===== config.mk =====
export PLATFORM = sky130hd
export DESIGN_NAME = splitter_sng
export DESIGN_NICKNAME = d
export VERILOG_FILES = /design/src/rtl/ssg_pkg.sv /design/src/rtl/ssg_lfsr.sv /design/src/rtl/ssg_chain.sv /design/src/rtl/ssg_hold_bank.sv /design/src/rtl/splitter_sng.sv
export SDC_FILE = /design/constraint.sdc
export NUM_CORES = 1
export LEC_CHECK = 0
export BUFFER_PORTS_ARGS = -buffer_cell sky130_fd_sc_hd__buf_4
export CAP_MARGIN = 20
export CORE_MARGIN = 5
export CORE_UTILIZATION = 45
export DETAILED_ROUTE_END_ITERATION = 7
export GPL_ROUTABILITY_DRIVEN = 0
export MAX_ROUTING_LAYER = met4
export PLACE_DENSITY = 0.66
export REMOVE_ABC_BUFFERS = 1
export SYNTH_ARGS = -nofsm -noshare
export SYNTH_HDL_FRONTEND = slang
export SYNTH_SLANG_ARGS = --single-unit

===== constraint.sdc =====
create_clock -name clk_i -period 1.4 [get_ports clk_i]
set_input_delay 0 -clock clk_i [delete_from_list [all_inputs] [get_ports clk_i]]
set_output_delay 0 -clock clk_i [all_outputs]
set_load 0.005 [all_outputs]

===== src/rtl/ssg_pkg.sv =====
package ssg_pkg;
  localparam int unsigned SSG_VALUE_W = 4;
  localparam int unsigned SSG_LFSR_W  = 16;
  localparam logic [15:0] SSG_TAPS    = 16'hD008;  // x^16+x^15+x^13+x^4+1
  localparam logic [15:0] SSG_SEED    = 16'hACE1;
endpackage


===== src/rtl/ssg_lfsr.sv =====
module ssg_lfsr #(
  parameter int unsigned W = 16,
  parameter logic [W-1:0] TAPS = '1,
  parameter logic [W-1:0] SEED = 'd1
) (
  input  logic         clk_i,
  input  logic         rst_ni,
  input  logic         adv_i,
  output logic [W-1:0] state_o
);
  logic fb;
  assign fb = ^(state_o & TAPS);

  always_ff @(posedge clk_i or negedge rst_ni) begin
    if (!rst_ni)    state_o <= SEED;
    else if (adv_i) state_o <= {state_o[W-2:0], fb};
  end

  AST_LFSR_NONZERO: assert property (@(posedge clk_i) disable iff (!rst_ni)
    state_o != '0);
  AST_LFSR_HOLD_IDLE: assert property (@(posedge clk_i) disable iff (!rst_ni)
    !adv_i |=> $stable(state_o));
endmodule


===== src/rtl/ssg_chain.sv =====
module ssg_chain #(
  parameter int unsigned N = 4
) (
  input  logic         event_i,
  input  logic [N-1:0] rnd_i,   // 1 = capture here, 0 = pass on
  output logic [N-1:0] term_o
);
  logic [N:0] pass;
  assign pass[0] = event_i;

  for (genvar k = 0; k < N; k++) begin : g_stage
    assign term_o[k]  = pass[k] &  rnd_i[k];
    assign pass[k+1]  = pass[k] & ~rnd_i[k];
  end
endmodule


===== src/rtl/ssg_hold_bank.sv =====
module ssg_hold_bank #(
  parameter int unsigned N = 4
) (
  input  logic         clk_i,
  input  logic         rst_ni,
  input  logic         clear_i,
  input  logic         load_i,
  input  logic [N-1:0] value_i,
  output logic [N-1:0] hold_o
);
  always_ff @(posedge clk_i or negedge rst_ni) begin
    if (!rst_ni)      hold_o <= '0;
    else if (clear_i) hold_o <= '0;
    else if (load_i)  hold_o <= hold_o | value_i;  // set-only
  end

  AST_CLEAR_WINS: assert property (@(posedge clk_i) disable iff (!rst_ni)
    clear_i |=> hold_o == '0);
  AST_LOAD_MERGES: assert property (@(posedge clk_i) disable iff (!rst_ni)
    (load_i && !clear_i) |=> hold_o == ($past(hold_o) | $past(value_i)));
  AST_HOLD_KEPT: assert property (@(posedge clk_i) disable iff (!rst_ni)
    (!load_i && !clear_i) |=> $stable(hold_o));
endmodule


===== src/rtl/splitter_sng.sv =====
module splitter_sng
  import ssg_pkg::*;
#(
  parameter int unsigned N      = SSG_VALUE_W,
  parameter int unsigned LFSR_W = SSG_LFSR_W,
  parameter logic [LFSR_W-1:0] TAPS = SSG_TAPS,
  parameter logic [LFSR_W-1:0] SEED = SSG_SEED
) (
  input  logic         clk_i,
  input  logic         rst_ni,
  input  logic         clear_i,
  input  logic         load_i,
  input  logic [N-1:0] value_i,
  input  logic         enable_i,
  output logic         stream_o,
  output logic         valid_o
);
  localparam int unsigned STRIDE = (LFSR_W >= 3 * N) ? 3 : 1;

  logic [LFSR_W-1:0] lfsr_q;
  logic [N-1:0]      rnd, term, hold, gate;
  logic              hit;

  ssg_lfsr #(.W(LFSR_W), .TAPS(TAPS), .SEED(SEED)) u_lfsr (
    .clk_i, .rst_ni, .adv_i(enable_i), .state_o(lfsr_q)
  );

  ssg_hold_bank #(.N(N)) u_hold (
    .clk_i, .rst_ni, .clear_i, .load_i, .value_i, .hold_o(hold)
  );

  for (genvar k = 0; k < N; k++) begin : g_tap
    assign rnd[k]  = lfsr_q[(k * STRIDE) % LFSR_W];
    assign gate[k] = term[k] & hold[N-1-k];  // stage k+1 has weight 2^-(k+1)
  end

  ssg_chain #(.N(N)) u_chain (
    .event_i(enable_i), .rnd_i(rnd), .term_o(term)
  );

  assign hit = |gate;

  always_ff @(posedge clk_i or negedge rst_ni) begin
    if (!rst_ni) begin
      stream_o <= 1'b0;
      valid_o  <= 1'b0;
    end else begin
      stream_o <= enable_i & hit;
      valid_o  <= enable_i;
    end
  end

  AST_ONE_CAPTURE: assert property (@(posedge clk_i) disable iff (!rst_ni)
    $onehot0(term));
  AST_VALID_TRACKS_EN: assert property (@(posedge clk_i) disable iff (!rst_ni)
    enable_i |=> valid_o);
  AST_IDLE_QUIET: assert property (@(posedge clk_i) disable iff (!rst_ni)
    !valid_o |-> !stream_o);
  AST_ZERO_SILENT: assert property (@(posedge clk_i) disable iff (!rst_ni)
    (enable_i && hold == '0) |=> !stream_o);
endmodule


==> key figures, run 1 <==
Die
  • Initial Utilization: 0.487
  • # rows: 15
  • Die X-Extent: between 50 and 60 µm
  • Die Y: ~54 µm
  • CORE AREA: approximately 1800 µm²
  • Ports: 11
  • Die area: slightly below 3000 µm²

Power
  • Max VDD drop: 1080 µV
  • Pwr dens: 1760 nW/µm²
  • Static Leak: 0.448 nW

Synthesis
  • Syn. warnings: 0
  • Seq/Total Area, Yosys: 0.652
  • Mapped Cells: 58
  • Synth area leaders: dfrtp_1 (41%), dfstp_2 (24%), mux2_2 (20%)
  • Cell Area, Synth: ~860 µm²
  • Largest family of logic cells by synthesized area: multiplexers
  • Syn Area/Cell: around 15 µm²
  • FF+latch count, synth: 22
  • Synth Area in Compound Gates: 0.0553
  • Synth Area in Simple Gates: 0.0349
  • Post-Synth Adder-Cell Area: 0
  • Portion of netlist area occupied by mux cells: 0.197
  • Synth unique cells: 12
  • Synth Area in XOR/XNOR: 0.0306
  • Top cell type's share of synthesized area: 0.408
  • Yosys top cell by area: dfrtp_1

Global routing
  • First-pass GRT wire length: roughly 2300 µm
  • Grt ovf: 0
  • Vias in the first global route: roughly 550
  • Antenna violations before repair: 0
  • Pin count of the biggest net entering global routing: 23
  • Total global-route track usage: 0.118

Clock network
  • CTS resizes: 0
  • Max Root-Sink Buffers: 2
  • CTS tree: yes
  • CTS root buffer: clkbuf_4
  • Num CTS Buffers: 3
  • Clk sinks: 22
  • Later-pin clock latency in the skew report: between 0.2 and 0.3 ns
  • Clock-pin slew on the worst setup and hold paths: ~0.11 ns
  • # H-tree levels: 1

Route
  • First-pass DRT Iterations: 3
  • Average routed wire per standard cell: roughly 12 µm
  • Final ANT Viol Nets: 0
  • Vias: roughly 500
  • DRC Markers: 0
  • Routed WL: ~1300 µm
  • Detail-routed via count per cell: between 4 and 5
  • Starting DRT DRC Count: 4

Cells and area
  • Nets: 90
  • Area added between synthesis and finish: 25.6%
  • Area of the multi-input gates: about 270 µm²
  • Share of cells above drive strength 1: 0.463
  • Diode count: 0
  • Filler instances: around 160
  • Reg area: 561 µm²

STA
  • Period utilization: 0.894
  • Final Critical Period: 1.25 ns
  • Setup Skew: about 0.0031 ns
  • Fmax: 799 MHz
  • RSZ-0062 raised after global routing: no
  • Worst relative slew slack: 0.821
  • Final Max Slew Viols: 0
  • Actual slew at the worst max-slew pin: ~0.27 ns
  • Hold Vio Cnt, Final: 0
  • Min Hold Slack: ~0.11 ns
  • Setup TNS: 0 ns
  • Final setup violation count: 0

Status
  • Outcome: completed

Setup path
  • Crit Path Category: register to register
  • Reg-to-Reg End: u_hold.hold_o[2]
  • R2R Setup Slk: 0.15 ns
  • Crit. End Element: register
  • R2R depth: 3
  • Crit Reg-Reg Startpoint: u_hold.hold_o[2]
  • CP arrival: between 1 and 1.5 ns
  • Worst path required time: roughly 1.6 ns
  • CP max FO: 2
  • Crit start category: register

Placed design
  • IO Port Bufs: 10

Hold path
  • Hold WC Path Type: primary input to async pin

Job
  • # Max-Cap Violations: 0
## sequential cells by signal (all words and copies together), names as in the netlist
register / cells
u_lfsr.state_o: 16
u_hold.hold_o: 4
stream_o: 1
valid_o: 1
## cells in the final DEF, fill, tap and decap left out
master	n
xnor2_1	3
nand3b_1	1
mux2_2	15
clkbuf_8	1
a21oi_1	6
a21boi_1	1
inv_1	1
nand2_1	1
dfstp_2	8
dlygate4sd3_1	10
a221o_1	1
clkbuf_4	3
nor2_1	5
dfrtp_1	14
buf_4	10
## cell usage after synthesis
cell type,instances
nand2_1,1
dfrtp_1,14
mux2_2,15
xnor2_1,3
nand3b_1,1
a21boi_1,1
buf_6,2
a21oi_1,6
inv_1,1
nor2_1,5
dfstp_2,8
a221o_1,1
## routing by layer
layer | global-route usage | wire (µm)
met1 | 0.128 | 560
met3 | 0.0499 | 51
met2 | 0.194 | 671
met5 | - | 0
met4 | 0.0383 | 5
## worst max-delay path by stage
stage,slack (ns),endpoint,cells past startpoint,from
finish,0.15,u_hold.hold_o[2],3,u_hold.hold_o[2]
global route,0.10,u_hold.hold_o[2],3,u_hold.hold_o[2]
CTS,0.18,u_hold.hold_o[2],3,u_hold.hold_o[2]
detailed placement,0.31,stream_o,3,u_lfsr.state_o[6]
global placement,0.33,stream_o,3,u_lfsr.state_o[6]
floorplan,0.34,stream_o,3,u_lfsr.state_o[6]
## worst max-delay path, cell delays in order (launching register included)
cell and delay (ns):
dfrtp_1 0.40, a21oi_1 0.14, nor2_1 0.06, dlygate4sd3_1 0.55
## where the power goes
part	switching, W	internal, W
logic	0.000150	0.000316
clock network	0.000168	0.000158
registers	0.000155	0.000958
total	0.000473	0.00143
## cell type report
type / count / share of cell area
inverter: 1 / 0.00348
sequential: 22 / 0.519
clock buffer: 4 / 0.0336
timing repair buffer: 20 / 0.162
tap: 25 / 0.0290
multi-input combinational: 33 / 0.253
## repair_timing
item | in CTS | in global routing
hold buffers | 10 | 0
hold endpoints to repair | 27 | 0
setup buffers | 0 | 0
## logic make-up after synthesis
logic type,count (synthesis)
DFF,22
muxes,15
AOI/OAI and AO/OA,8
and+or+nand+nor,7
xor gates and xnor gates,3
buffers and inverters,3
## stage by stage
stage	utilization	worst slack [ns]	total power (W)	area, µm²	std cells
2_1_floorplan	-	0.345	0.00144	837	56
5_1_grt	0.612	0.103	0.00204	1080	105
6_report	0.612	0.148	0.00190	1080	105
4_1_cts	0.612	0.182	0.00194	1080	105
3_5_place_dp	0.535	0.314	0.00157	943	91
3_3_place_gp	0.535	0.328	0.00155	943	91
(Power assumes the default switching activity.)
==> run 2: changes to the inputs <==
--- a/config.mk
+++ b/config.mk
@@ -7,12 +7,14 @@
 export LEC_CHECK = 0
 export BUFFER_PORTS_ARGS = -buffer_cell sky130_fd_sc_hd__buf_4
 export CAP_MARGIN = 20
+export CELL_PAD_IN_SITES_DETAIL_PLACEMENT = 2
+export CELL_PAD_IN_SITES_GLOBAL_PLACEMENT = 2
 export CORE_MARGIN = 5
-export CORE_UTILIZATION = 45
+export CORE_UTILIZATION = 38
 export DETAILED_ROUTE_END_ITERATION = 7
 export GPL_ROUTABILITY_DRIVEN = 0
 export MAX_ROUTING_LAYER = met4
-export PLACE_DENSITY = 0.66
+export PLACE_DENSITY = 0.75
 export REMOVE_ABC_BUFFERS = 1
 export SYNTH_ARGS = -nofsm -noshare
 export SYNTH_HDL_FRONTEND = slang
==> run 2 against run 1 <==
Compared with the run above: via count increased by 7.0%; register-to-register slack got worse by 0.05 ns; non-clock buffer count unchanged; final area increased by 1.9%; sequential power about the same; clock-buffer cell count decreased by 1; largest cell class unchanged; critical endpoint is now u_hold.hold_o[3]; worst setup slack got worse by 0.050 ns; maximum frequency decreased by 3.8%; global-route usage increased by 1.3 points; cell count increased by 2.9%; clock power increased by 51%; combinational power increased by 3%.
==> key figures, run 2 (same netlist as run 1, synthesis figures left out) <==
Cells and area
  • Diode count: 0 (unchanged)
  • Core Util, Final: 0.502 (was 0.612)
  • Area added between synthesis and finish: 27.9% (was 25.6%)
  • Most common cell after layout, fill and taps aside: mux2_2 (unchanged)
  • Most frequent cells in the layout: mux2_2 (15), dfrtp_1 (14), dlygate4sd3_1 (10), buf_4 (10), dfstp_2 (8) (unchanged)
  • Largest reg by FF count: u_lfsr.state_o (unchanged)
  • Filler instances: 215 (was 155)
  • Largest regs: u_lfsr.state_o x16, u_hold.hold_o x4 (unchanged)
  • Share of cells above drive strength 1: 0.463 (unchanged)
  • Nets: 90 (unchanged)
  • Max reg flops: 16 (unchanged)

Clock network
  • CTS Hold Bufs: 10 (unchanged)
  • Num CTS Buffers: 3 (unchanged)
  • Postcts setup bufs: 0 (unchanged)
  • Clock-pin slew on the worst setup and hold paths: 0.13 ns (was 0.11 ns)
  • Later-pin clock latency in the skew report: 0.32 ns (was 0.29 ns)
  • Max Root-Sink Buffers: 2 (unchanged)
  • CTS resizes: 0 (unchanged)
  • Clk sinks: 22 (unchanged)
  • CTS root buffer: clkbuf_4 (unchanged)
  • # H-tree levels: 1 (unchanged)
  • CTS tree: yes (unchanged)

Power
  • Total power: 0.00209 W (was 0.00190 W)
  • Max VDD drop: 883 µV (was 1080 µV)
  • Sequential power share: 0.536 (was 0.584)
  • Psw: 0.000531 W (was 0.000473 W)
  • Clk pwr share: 0.235 (was 0.171)
  • Internal: 0.00156 W (was 0.00143 W)
  • Pwr dens: 1900 nW/µm² (was 1760 nW/µm²)
  • Static Leak: 0.455 nW (was 0.448 nW)
  • Logic pwr share: 0.229 (was 0.245)
  • Sw Ratio: 0.253 (was 0.248)

Global routing
  • Vias in the first global route: 618 (was 553)
  • First-pass GRT wire length: 3070 µm (was 2310 µm)
  • Antenna violations before repair: 0 (unchanged)
  • Pin count of the biggest net entering global routing: 23 (unchanged)
  • Total global-route track usage: 0.131 (was 0.118)
  • Grt ovf: 0 (unchanged)

STA
  • Final Critical Period: 1.30 ns (was 1.25 ns)
  • Worst relative slew slack: 0.818 (was 0.821)
  • Period utilization: 0.930 (was 0.894)
  • Setup Skew: 0.00497 ns (was 0.00306 ns)
  • Final WS setup: 0.0981 ns (was 0.148 ns)
  • Final Max Slew Viols: 0 (unchanged)
  • Final setup violation count: 0 (unchanged)
  • RSZ-0062 raised after global routing: no (unchanged)
  • Actual slew at the worst max-slew pin: 0.273 ns (was 0.268 ns)
  • Setup TNS: 0 ns (unchanged)
  • Hold Vio Cnt, Final: 0 (unchanged)
  • Fmax: 768 MHz (was 799 MHz)

Setup path
  • Crit. End Element: register (unchanged)
  • Crit start category: register (unchanged)
  • CP arrival: 1.51 ns (was 1.44 ns)
  • CP max FO: 2 (unchanged)
  • Crit Path Category: register to register (unchanged)
  • Worst path required time: 1.61 ns (was 1.59 ns)

Route
  • Average routed wire per standard cell: 16.3 µm (was 12.3 µm)
  • Detail-routed via count per cell: 4.94 (was 4.74)
  • First-pass DRT Iterations: 2 (was 3)
  • DRC Markers: 0 (unchanged)
  • Starting DRT DRC Count: 8 (was 4)
  • Vias: 533 (was 498)
  • Final ANT Viol Nets: 0 (unchanged)
  • Routed WL: 1760 µm (was 1290 µm)

Hold path
  • Hold WC Path Type: primary input to async pin (unchanged)

Die
  • Initial Utilization: 0.392 (was 0.487)
  • # rows: 17 (was 15)
  • Die X-Extent: 57.6 µm (was 53.7 µm)
  • Ports: 11 (unchanged)
  • Die area: 3310 µm² (was 2880 µm²)
  • CORE AREA: 2190 µm² (was 1760 µm²)
  • Die Y: 57.6 µm (was 53.7 µm)

Placed design
  • IO Port Bufs: 10 (unchanged)
  • Setup Slack @ Placement: 0.285 ns (was 0.314 ns)

Job
  • # Max-Cap Violations: 0 (unchanged)

Status
  • Outcome: completed (unchanged)
-- run 2: final timing paths --
check / start / to / slack, ns / cells after the start
setup / recovery: u_hold.hold_o[3] / u_hold.hold_o[3] / 0.1 / 3
hold / removal: rst_ni / u_lfsr.state_o[1] / 0.09 / 2
setup reg to reg: u_hold.hold_o[3] / u_hold.hold_o[3] / 0.1 / 3
hold reg to reg: u_lfsr.state_o[8] / u_lfsr.state_o[8] / 0.52 / 1
max in group asynchronous: rst_ni / u_lfsr.state_o[7] / 1.03 / 2
min in group clk_i: clear_i / u_hold.hold_o[2] / 0.41 / 3
-- run 2: metrics by stage --
stage	instance area (µm²)	hold slack [ns]	cells
2_1_floorplan	837	-0.296	56
3_3_place_gp	947	-0.102	94
3_5_place_dp	947	-0.0997	94
4_1_cts	1100	0.0757	108
5_1_grt	1100	0.0875	108
6_report	1100	0.0921	108
-- run 2: worst max-delay path, cell delays in order (launching register included) --
cell and delay [ns]:
dfrtp_1 0.42, a21oi_1 0.15, nor2_1 0.06, dlygate4sd3_1 0.56
-- run 2: metal layers --
metal	up-vias	global-route usage	part of all wire
li1	242	-	-
met1	278	0.155	0.46
met2	8	0.202	0.50
met3	5	0.0407	0.030
met4	0	0.0596	0.018
met5	-	-	0
-- run 2: area by class of cell --
type                    count  area (µm²)  area share
clock buffers               3        22.5      0.0205
clock inverters             1        30.0      0.0273
well taps                  28        35.0      0.0319
flip-flops and latches     22         561       0.510
multi-input cells          33         273       0.248
inverters                   1        3.75     0.00341
repair buffers             20         175       0.159
-- run 2: power groups by stage --
stage | Combinational [W] | Sequential, W | Clock (W)
2_1_floorplan | 0.000357 | 0.00108 | 0
3_3_place_gp | 0.000429 | 0.00112 | 0
3_5_place_dp | 0.000456 | 0.00114 | 0
4_1_cts | 0.000488 | 0.00112 | 0.000507
5_1_grt | 0.000530 | 0.00117 | 0.000533
6_report | 0.000480 | 0.00112 | 0.000491
